### config.mk
export PLATFORM = sky130hd
export DESIGN_NAME = hostctl_setclr_reg
export DESIGN_NICKNAME = d
export VERILOG_FILES = /design/src/rtl/scr_pkg.sv /design/src/rtl/scr_addr_decode.sv /design/src/rtl/scr_srst_seq.sv /design/src/rtl/scr_bit_cell.sv /design/src/rtl/hostctl_setclr_reg.sv
export SDC_FILE = /design/constraint.sdc
export NUM_CORES = 1
export LEC_CHECK = 0
export BUFFER_PORTS_ARGS = -buffer_cell sky130_fd_sc_hd__buf_2
export CAP_MARGIN = 15
export CORE_MARGIN = 2
export CORE_UTILIZATION = 37
export CTS_CLUSTER_DIAMETER = 60
export DETAILED_ROUTE_END_ITERATION = 16
export PLACE_DENSITY = 0.87
export SYNTH_ARGS = -nofsm -noshare
export SYNTH_HDL_FRONTEND = slang
export SYNTH_SLANG_ARGS = --single-unit
### constraint.sdc
create_clock -name clk -period 1.5 [get_ports clk]
set_input_delay 0.15 -clock clk [delete_from_list [all_inputs] [get_ports clk]]
set_output_delay 0.15 -clock clk [all_outputs]
set_load 0.005 [all_outputs]
### src/rtl/scr_pkg.sv
// Shared definitions for the set/clear host control register.
// Assumes a 32-bit register word with fixed bit positions.
package scr_pkg;

    typedef enum logic [1:0] {
        ACC_RO,    // reads zero, ignores writes
        ACC_RSC,   // set and clear through the two ports
        ACC_RC,    // clear-only from the bus, loaded by the serial loader
        ACC_RSCU   // set by the bus, cleared by hardware
    } acc_e;

    localparam int unsigned B_SWAP  = 30;
    localparam int unsigned B_PERM  = 23;
    localparam int unsigned B_ENH   = 22;
    localparam int unsigned B_LPS   = 19;
    localparam int unsigned B_POST  = 18;
    localparam int unsigned B_LINK  = 17;
    localparam int unsigned B_SRST  = 16;

    // Access type of each bit position.
    function automatic acc_e acc_of(input int unsigned idx);
        case (idx)
            B_SWAP, B_ENH, B_LPS, B_POST, B_LINK: return ACC_RSC;
            B_PERM:                               return ACC_RC;
            B_SRST:                               return ACC_RSCU;
            default:                              return ACC_RO;
        endcase
    endfunction

endpackage

### src/rtl/scr_addr_decode.sv
// Decodes the set and clear port addresses.
// Assumes the two addresses differ.
module scr_addr_decode #(
    parameter int unsigned ADDR_W   = 8,
    parameter logic [ADDR_W-1:0] SET_ADDR = 8'h50,
    parameter logic [ADDR_W-1:0] CLR_ADDR = 8'h54
) (
    input  logic [ADDR_W-1:0] addr,
    output logic              set_hit,
    output logic              clr_hit,
    output logic              any_hit
);

    // Compare the address against both port addresses.
    always_comb begin
        set_hit = (addr == SET_ADDR);
        clr_hit = (addr == CLR_ADDR);
        any_hit = set_hit | clr_hit;
    end

endmodule

### src/rtl/scr_srst_seq.sv
// Soft reset sequencer. A start pulse opens a window of CYCLES clocks
// and emits a one-cycle flush pulse. Assumes start is only raised
// while idle.
module scr_srst_seq #(
    parameter int unsigned CYCLES = 16
) (
    input  logic clk,
    input  logic rst_n,
    input  logic start,
    output logic busy,
    output logic flush
);

    localparam int unsigned CNT_W = (CYCLES > 1) ? $clog2(CYCLES) : 1;
    localparam logic [CNT_W-1:0] LAST = CNT_W'(CYCLES - 1);

    logic [CNT_W-1:0] remain;

    // Count down the reset window and drive the flush pulse.
    always_ff @(posedge clk) begin
        if (!rst_n) begin
            busy   <= 1'b0;
            remain <= '0;
            flush  <= 1'b0;
        end else begin
            flush <= start;
            if (start) begin
                busy   <= 1'b1;
                remain <= LAST;
            end else if (busy) begin
                if (remain == '0) busy <= 1'b0;
                else              remain <= remain - 1'b1;
            end
        end
    end

endmodule

### src/rtl/scr_bit_cell.sv
// One storage bit of the control word. Priority: reinit, set, clear,
// preload. Assumes set and clear are never raised together.
module scr_bit_cell #(
    parameter bit CAN_SET = 1'b1,
    parameter bit CAN_CLR = 1'b1,
    parameter bit RST_VAL = 1'b0
) (
    input  logic clk,
    input  logic rst_n,
    input  logic reinit,
    input  logic set_stb,
    input  logic clr_stb,
    input  logic wr_gate,
    input  logic pre_en,
    input  logic pre_val,
    output logic q
);

    // Update the bit from reset, bus strobes or preload.
    always_ff @(posedge clk) begin
        if (!rst_n)                          q <= RST_VAL;
        else if (reinit)                     q <= RST_VAL;
        else if (CAN_SET && wr_gate && set_stb) q <= 1'b1;
        else if (CAN_CLR && wr_gate && clr_stb) q <= 1'b0;
        else if (pre_en)                     q <= pre_val;
    end

endmodule

### src/rtl/hostctl_setclr_reg.sv
// Host control register with separate set and clear ports, per-bit
// access types, a timed soft reset and a one-shot preload of the
// permission bit. Assumes a single bus master with one write per cycle.
module hostctl_setclr_reg
    import scr_pkg::*;
#(
    parameter int unsigned ADDR_W     = 8,
    parameter logic [ADDR_W-1:0] SET_ADDR = 8'h50,
    parameter logic [ADDR_W-1:0] CLR_ADDR = 8'h54,
    parameter int unsigned RST_CYCLES = 16,
    parameter bit          RST_SWAP   = 1'b0,
    parameter bit          RST_POSTED = 1'b0
) (
    input  logic              clk,
    input  logic              rst_n,
    input  logic              wr_en,
    input  logic [ADDR_W-1:0] addr,
    input  logic [31:0]       wdata,
    output logic [31:0]       rdata,
    input  logic              ee_load_stb,
    input  logic              ee_load_bit,
    output logic              byte_swap_off,
    output logic              phy_enh_en,
    output logic              lps_en,
    output logic              posted_wr_en,
    output logic              link_active,
    output logic              soft_reset_o,
    output logic              fifo_flush
);

    localparam logic [31:0] RST_WORD =
        (32'(RST_SWAP) << B_SWAP) | (32'(RST_POSTED) << B_POST);

    logic [31:0] regv;
    logic        set_hit, clr_hit, any_hit;
    logic        accept, srst_start, srst_busy, ee_take;
    logic [31:0] ro_mask;
    logic        unused_wbits;

    scr_addr_decode #(
        .ADDR_W  (ADDR_W),
        .SET_ADDR(SET_ADDR),
        .CLR_ADDR(CLR_ADDR)
    ) u_dec (
        .addr   (addr),
        .set_hit(set_hit),
        .clr_hit(clr_hit),
        .any_hit(any_hit)
    );

    // Accept bus writes only when idle; drop a preload that collides with one.
    always_comb begin
        accept     = wr_en & ~srst_busy;
        srst_start = accept & set_hit & wdata[B_SRST];
        ee_take    = ee_load_stb & ~(accept & any_hit);
    end

    scr_srst_seq #(.CYCLES(RST_CYCLES)) u_seq (
        .clk  (clk),
        .rst_n(rst_n),
        .start(srst_start),
        .busy (srst_busy),
        .flush(fifo_flush)
    );

    for (genvar i = 0; i < 32; i++) begin : g_bit
        if (acc_of(i) == ACC_RSC || acc_of(i) == ACC_RC) begin : g_cell
            scr_bit_cell #(
                .CAN_SET(acc_of(i) == ACC_RSC),
                .CAN_CLR(1'b1),
                .RST_VAL(RST_WORD[i])
            ) u_cell (
                .clk    (clk),
                .rst_n  (rst_n),
                .reinit ((i == B_PERM) ? 1'b0 : srst_start),
                .set_stb(accept & set_hit & wdata[i]),
                .clr_stb(accept & clr_hit & wdata[i]),
                .wr_gate((i == B_POST) ? ~regv[B_LINK] : 1'b1),
                .pre_en ((i == B_PERM) ? ee_take : 1'b0),
                .pre_val(ee_load_bit),
                .q      (regv[i])
            );
            assign ro_mask[i] = 1'b0;
        end else if (acc_of(i) == ACC_RSCU) begin : g_self
            assign regv[i]    = srst_busy;
            assign ro_mask[i] = 1'b0;
        end else begin : g_zero
            assign regv[i]    = 1'b0;
            assign ro_mask[i] = 1'b1;
        end
    end

    assign unused_wbits = ^(wdata & ro_mask);

    // Drive the read port and the control outputs from the register.
    always_comb begin
        rdata         = any_hit ? regv : 32'h0;
        byte_swap_off = regv[B_SWAP];
        lps_en        = regv[B_LPS];
        posted_wr_en  = regv[B_POST];
        link_active   = regv[B_LINK];
        phy_enh_en    = regv[B_ENH] & regv[B_PERM] & regv[B_LINK];
        soft_reset_o  = srst_busy;
    end

endmodule

Yosys cells after proc, flatten, opt, wreduce, memory -nomap -nowiden

Cells that the tools add are included.

Reduce and logical (&&, ||, !) cells: 12
Add/subtract/negate cells: 1
Multiplexer cells: 17
Equality and inequality tests: 3
Bitwise gates (word level): 24

Operators with widths:

| cell                                                               | count |
|---|---|
| 31-bit two-way mux                                                 | 1 |
| 1-bit AND                                                          | 19 |
| 8-bit by 7-bit == test with 1-bit output, second input constant    | 2 |
| 1-bit two-way mux                                                  | 13 |
| 4-bit two-way mux                                                  | 3 |
| 2-bit nonzero test                                                 | 6 |
| 4-bit logical NOT                                                  | 1 |
| 1-bit inverter                                                     | 4 |
| 2-bit OR reduction                                                 | 2 |
| 4-bit by 1-bit subtractor with 4-bit output, second input constant | 1 |
| 1-bit logical AND                                                  | 2 |
| 2-bit by 1-bit != test with 1-bit output, second input constant    | 1 |
| 2-bit AND reduction                                                | 1 |
| 1-bit OR                                                           | 1 |

Bits of input ports: 45
Logic and storage cells: 66
Output and inout bits: 39
Bits in registers: 12

Depth between registers and ports, before layout

Depth after elaboration: 7
Depth in mapped cells: 5
Gate-level depth less buffers: 5

Cells and area by module

From an unflattened synthesis, not the netlist that was laid out.

Cells, all modules: 121
Area, all modules: 1047.3 um^2

By module, submodules not included:

| module                                      | cells an instance | times used | sequential area each (um^2) | area an instance (um^2) |
|---|---|---|---|---|
| hostctl_setclr_reg                          | 54                | 1          | 0.0                         | 365.4 |
| scr_bit_cell at g_bit[17].g_cell.u_cell ... | 6                 | 5          | 20.0                        | 65.1 |
| scr_srst_seq                                | 27                | 1          | 120.1                       | 266.5 |
| scr_bit_cell at g_bit[23].g_cell.u_cell     | 4                 | 1          | 20.0                        | 48.8 |
| scr_addr_decode                             | 6                 | 1          | 0.0                         | 41.3 |

Worst setup path before layout

No wires, ideal clock.

Path type: register -> register
Start: reg u_seq.remain[0]
End: reg u_seq.remain[0]
Library setup time: 0.130 ns
Data required time: 1.370 ns
Period minus slack after synthesis: 1.285 ns
Setup slack: 0.215 ns
Stages on the path, launching flop included: 6
Data arrival time: 1.155 ns
Buffers on the path: 0
Path through: dfxtp_1 -> inv_1 -> ha_1 -> or3b_2 -> nand3_1 -> a31oi_1

Longest elaborated chain between the ends: 4
Elaborated cells on any way between the ends: 7
Classes of those cells: add/sub: 1; eq/ne: 1; mux: 3; reduce/logical: 2

Ends and longest elaborated chain:

| item                                        | RTL line           | source |
|---|---|---|
| start: declaration                          | scr_srst_seq.sv:17 | `logic [CNT_W-1:0] remain;` |
| start signal: assignment                    | scr_srst_seq.sv:32 | `else remain <= remain - 1'b1;` |
| 4-bit by 1-bit subtractor with 4-bit output | scr_srst_seq.sv:32 |  |
| 4-bit two-way mux                           | scr_srst_seq.sv:31 | `if (remain == '0) busy <= 1'b0;` |
| 4-bit two-way mux                           | scr_srst_seq.sv:30 | `end else if (busy) begin` |
| 4-bit two-way mux                           | scr_srst_seq.sv:27 | `if (start) begin` |

Parallel ways exist; a longest one is shown, timed or not. The select of a mux whose other input is x is not followed.
A chain may end at the register's enable or synchronous reset.

Worst setup path in the final report

Ends and elaborated chain as after synthesis.

==> impl_metrics.json <==
{
  "rsz0062_at_grt": "false",
  "grt_usage": 0.123,
  "clock_latency_ns": 0.27,
  "worstPathRequired_ns": 1.64,
  "yosys.area.top_type": "dfxtp_1",
  "synth_seq_area_share": 0.256,
  "route.detailed.drc": 0,
  "pwr-share-seq": 0.527,
  "grt_max_degree": 17,
  "clockBufferDepth": 2,
  "n_fill_cell": 254,
  "synth_top_area_frac": 0.256,
  "clockPowerShare": 0.311,
  "antenna_left": 0,
  "avgSynthCellArea_um2": 8.62,
  "grt_busiest_layer": "met2",
  "cts-root-buf": "clkbuf_4",
  "netlist_area_um2": 940,
  "die_area_mm2": 0.00296,
  "cts_resized": 0,
  "worstSetupStartpointType": "flop",
  "h-tree-depth": 1,
  "grt_pass1_vias": 612,
  "cts_tree": "yes",
  "fin_crit_ns": 1.40,
  "cts_setup_buffers": 0,
  "cp_max_fo": 5,
  "antenna_cells": 0,
  "post-dp-hpwl_um": 1510,
  "wl_per_cell_um": 10.9,
  "chipHeight_um": 54.4,
  "vdd_drop_max_v": 0.000290,
  "drt-pass1-iter-count": 4,
  "ys_types": 34,
  "start_util": 0.386,
  "num_vias": 815,
  "max_freq_mhz": 716,
  "nets": 191,
  "finalSetupTns_ns": 0,
  "cap_violations": 0,
  "power_density_mw_per_mm2": 571,
  "die_w_um": 54.4,
  "power_leakage_nw": 0.552,
  "p_sw_frac": 0.253,
  "power_frac_comb": 0.161,
  "ioPinCount": 84,
  "grt_use_met3": 0.0301,
  "cts.clk_slew.worst_paths_ns": 0.07,
  "crit_path_top_delay_cell": "or3b_2",
  "period_share": 0.931,
  "async_flop_share": 0,
  "final_cell_mix": "buf_2 (33), conb_1 (25), nand2_1 (12), dfxtp_1 (12), and3_2 (7)",
  "status": "completed",
  "ys.flop_type": "dfxtp_1",
  "syn_inst": 109,
  "coreArea_mm2": 0.00243,
  "crit_type": "reg -> reg",
  "timing.final.hold_violations": 0,
  "antenna_found_initial": 0,
  "power.switching_w": 0.000155,
  "synth_area_leaders": "dfxtp_1 (26%), buf_4 (20%), and3_2 (5.6%)",
  "cts_made_buffers": 3,
  "final_cell_area_mm2": 0.00107,
  "core.rowCount": 18,
  "setup_violations": 0,
  "gp_congestion": 0.688,
  "routed_wl_um": 1890,
  "final_util": 0.440,
  "clkSinkCount": 12,
  "path_cells": "inv_1 > ha_1 > or3b_2 > nand3_1 > a31oi_1",
  "critPathArrivalTime_ns": 1.53,
  "viasPerCell": 4.71,
  "ys_ff_latch": 12,
  "first_iter_violations": 9,
  "met2_usage": 0.219,
  "dpl_cell_area_mm2": 0.00105,
  "critical_path_buf_inv_count": 1,
  "cp-end-kind": "flop",
  "gr-total-overflow": 0,
  "numPortBuffers": 33,
  "areaGrowthSynthToFinish_pct": 13.8,
  "pre_cts_ws_ns": 0.117,
  "use_met1": 0.140,
  "slew_viol_final": 0,
  "skew_ns": 0.000605,
  "fin_ws_ns": 0.104,
  "max_stage_delay_ns": 0.47,
  "hold_buffers": 0,
  "min_path_type": "in -> reg",
  "synth_edf_count": 0,
  "yosys_warnings": 0,
  "final_common_cell": "buf_2",
  "cp_top_family": "simple AND/OR/NAND/NOR gates",
  "drive_gt1_frac": 0.385,
  "grt_pass1_wl_um": 2680,
  "power.internal_w": 0.000456
}
## power groups by stage
stage | registers, W | clock network [W] | logic [W]
after detailed placement | 0.000329 | 0 | 0.0000971
final | 0.000322 | 0.000190 | 0.0000985
after global placement | 0.000329 | 0 | 0.0000969
after global routing | 0.000322 | 0.000210 | 0.000112
after CTS | 0.000322 | 0.000194 | 0.0000976
after floorplan | 0.000329 | 0 | 0.000106
## through the flow
stage | instances | hold WS, ns | power, W
after floorplan | 133 | 0.319 | 0.000434
after global placement | 170 | 0.437 | 0.000426
after detailed placement | 170 | 0.443 | 0.000426
after CTS | 173 | 0.160 | 0.000614
after global routing | 173 | 0.171 | 0.000644
final | 173 | 0.162 | 0.000610
## worst register-to-register path: cells and delay by family (launching register included)
kind | cells | cell delay [ns]
AOI/OAI and AO/OA | 1 | 0.08
adders and majority gates | 1 | 0.21
buffers and inverters | 1 | 0.08
DFF | 1 | 0.33
and+or+nand+nor | 2 | 0.57
## final timing paths
check                                                end                          from  cells after the start  slack [ns]
setup / recovery            u_seq.remain[0]$_SDFFE_PN0P_  u_seq.remain[0]$_SDFFE_PN0P_                      5        0.10
hold / removal    g_bit[23].g_cell.u_cell.q$_SDFFE_PP0P_                   ee_load_bit                      3        0.16
setup reg to reg            u_seq.remain[0]$_SDFFE_PN0P_  u_seq.remain[0]$_SDFFE_PN0P_                      5        0.10
hold reg to reg             u_seq.remain[1]$_SDFFE_PN0P_  u_seq.remain[1]$_SDFFE_PN0P_                      2        0.53
## metal layers
layer | vias up | share of wire
met5 | - | 0
met4 | 0 | 0.013
met3 | 4 | 0.12
met2 | 44 | 0.46
met1 | 361 | 0.40
li1 | 406 | -
## state kept, by name, summed over array words and instances (netlist names)
register	count
g_bit.g_cell.u_cell.q	6
u_seq.remain	4
u_seq.busy	1
u_seq.flush	1
## synth_stat cells, types with 2 or more instances
| cell | instances |
|---|---|
| a31oi_1 | 3 |
| buf_4 | 25 |
| a211oi_1 | 4 |
| a21oi_1 | 4 |
| buf_6 | 3 |
| and3_2 | 7 |
| inv_1 | 5 |
| nor2_1 | 2 |
| and3_1 | 2 |
| nand2_1 | 12 |
| and4b_1 | 2 |
| a41oi_1 | 5 |
| and2b_2 | 2 |
| o21ai_0 | 2 |
| dfxtp_1 | 12 |
## layout make-up
type	instances	area (um2)	area share
well taps	30	37.5	0.0351
flip-flops and latches	12	240	0.225
repair buffers	37	220	0.206
clock buffers	3	22.5	0.0211
inverters	5	18.8	0.0175
multi-input cells	86	531	0.496
## cell families after synthesis
kind of cell | after synthesis | synth area share
AOI/OAI and AO/OA | 22 | 0.178
adders and majority gates | 1 | 0.0133
and+or+nand+nor | 37 | 0.262
DFF | 12 | 0.256
buffers and inverters | 35 | 0.276
other | 1 | 0.00399
muxes | 1 | 0.0107
Power figures use the tool's default switching activity.
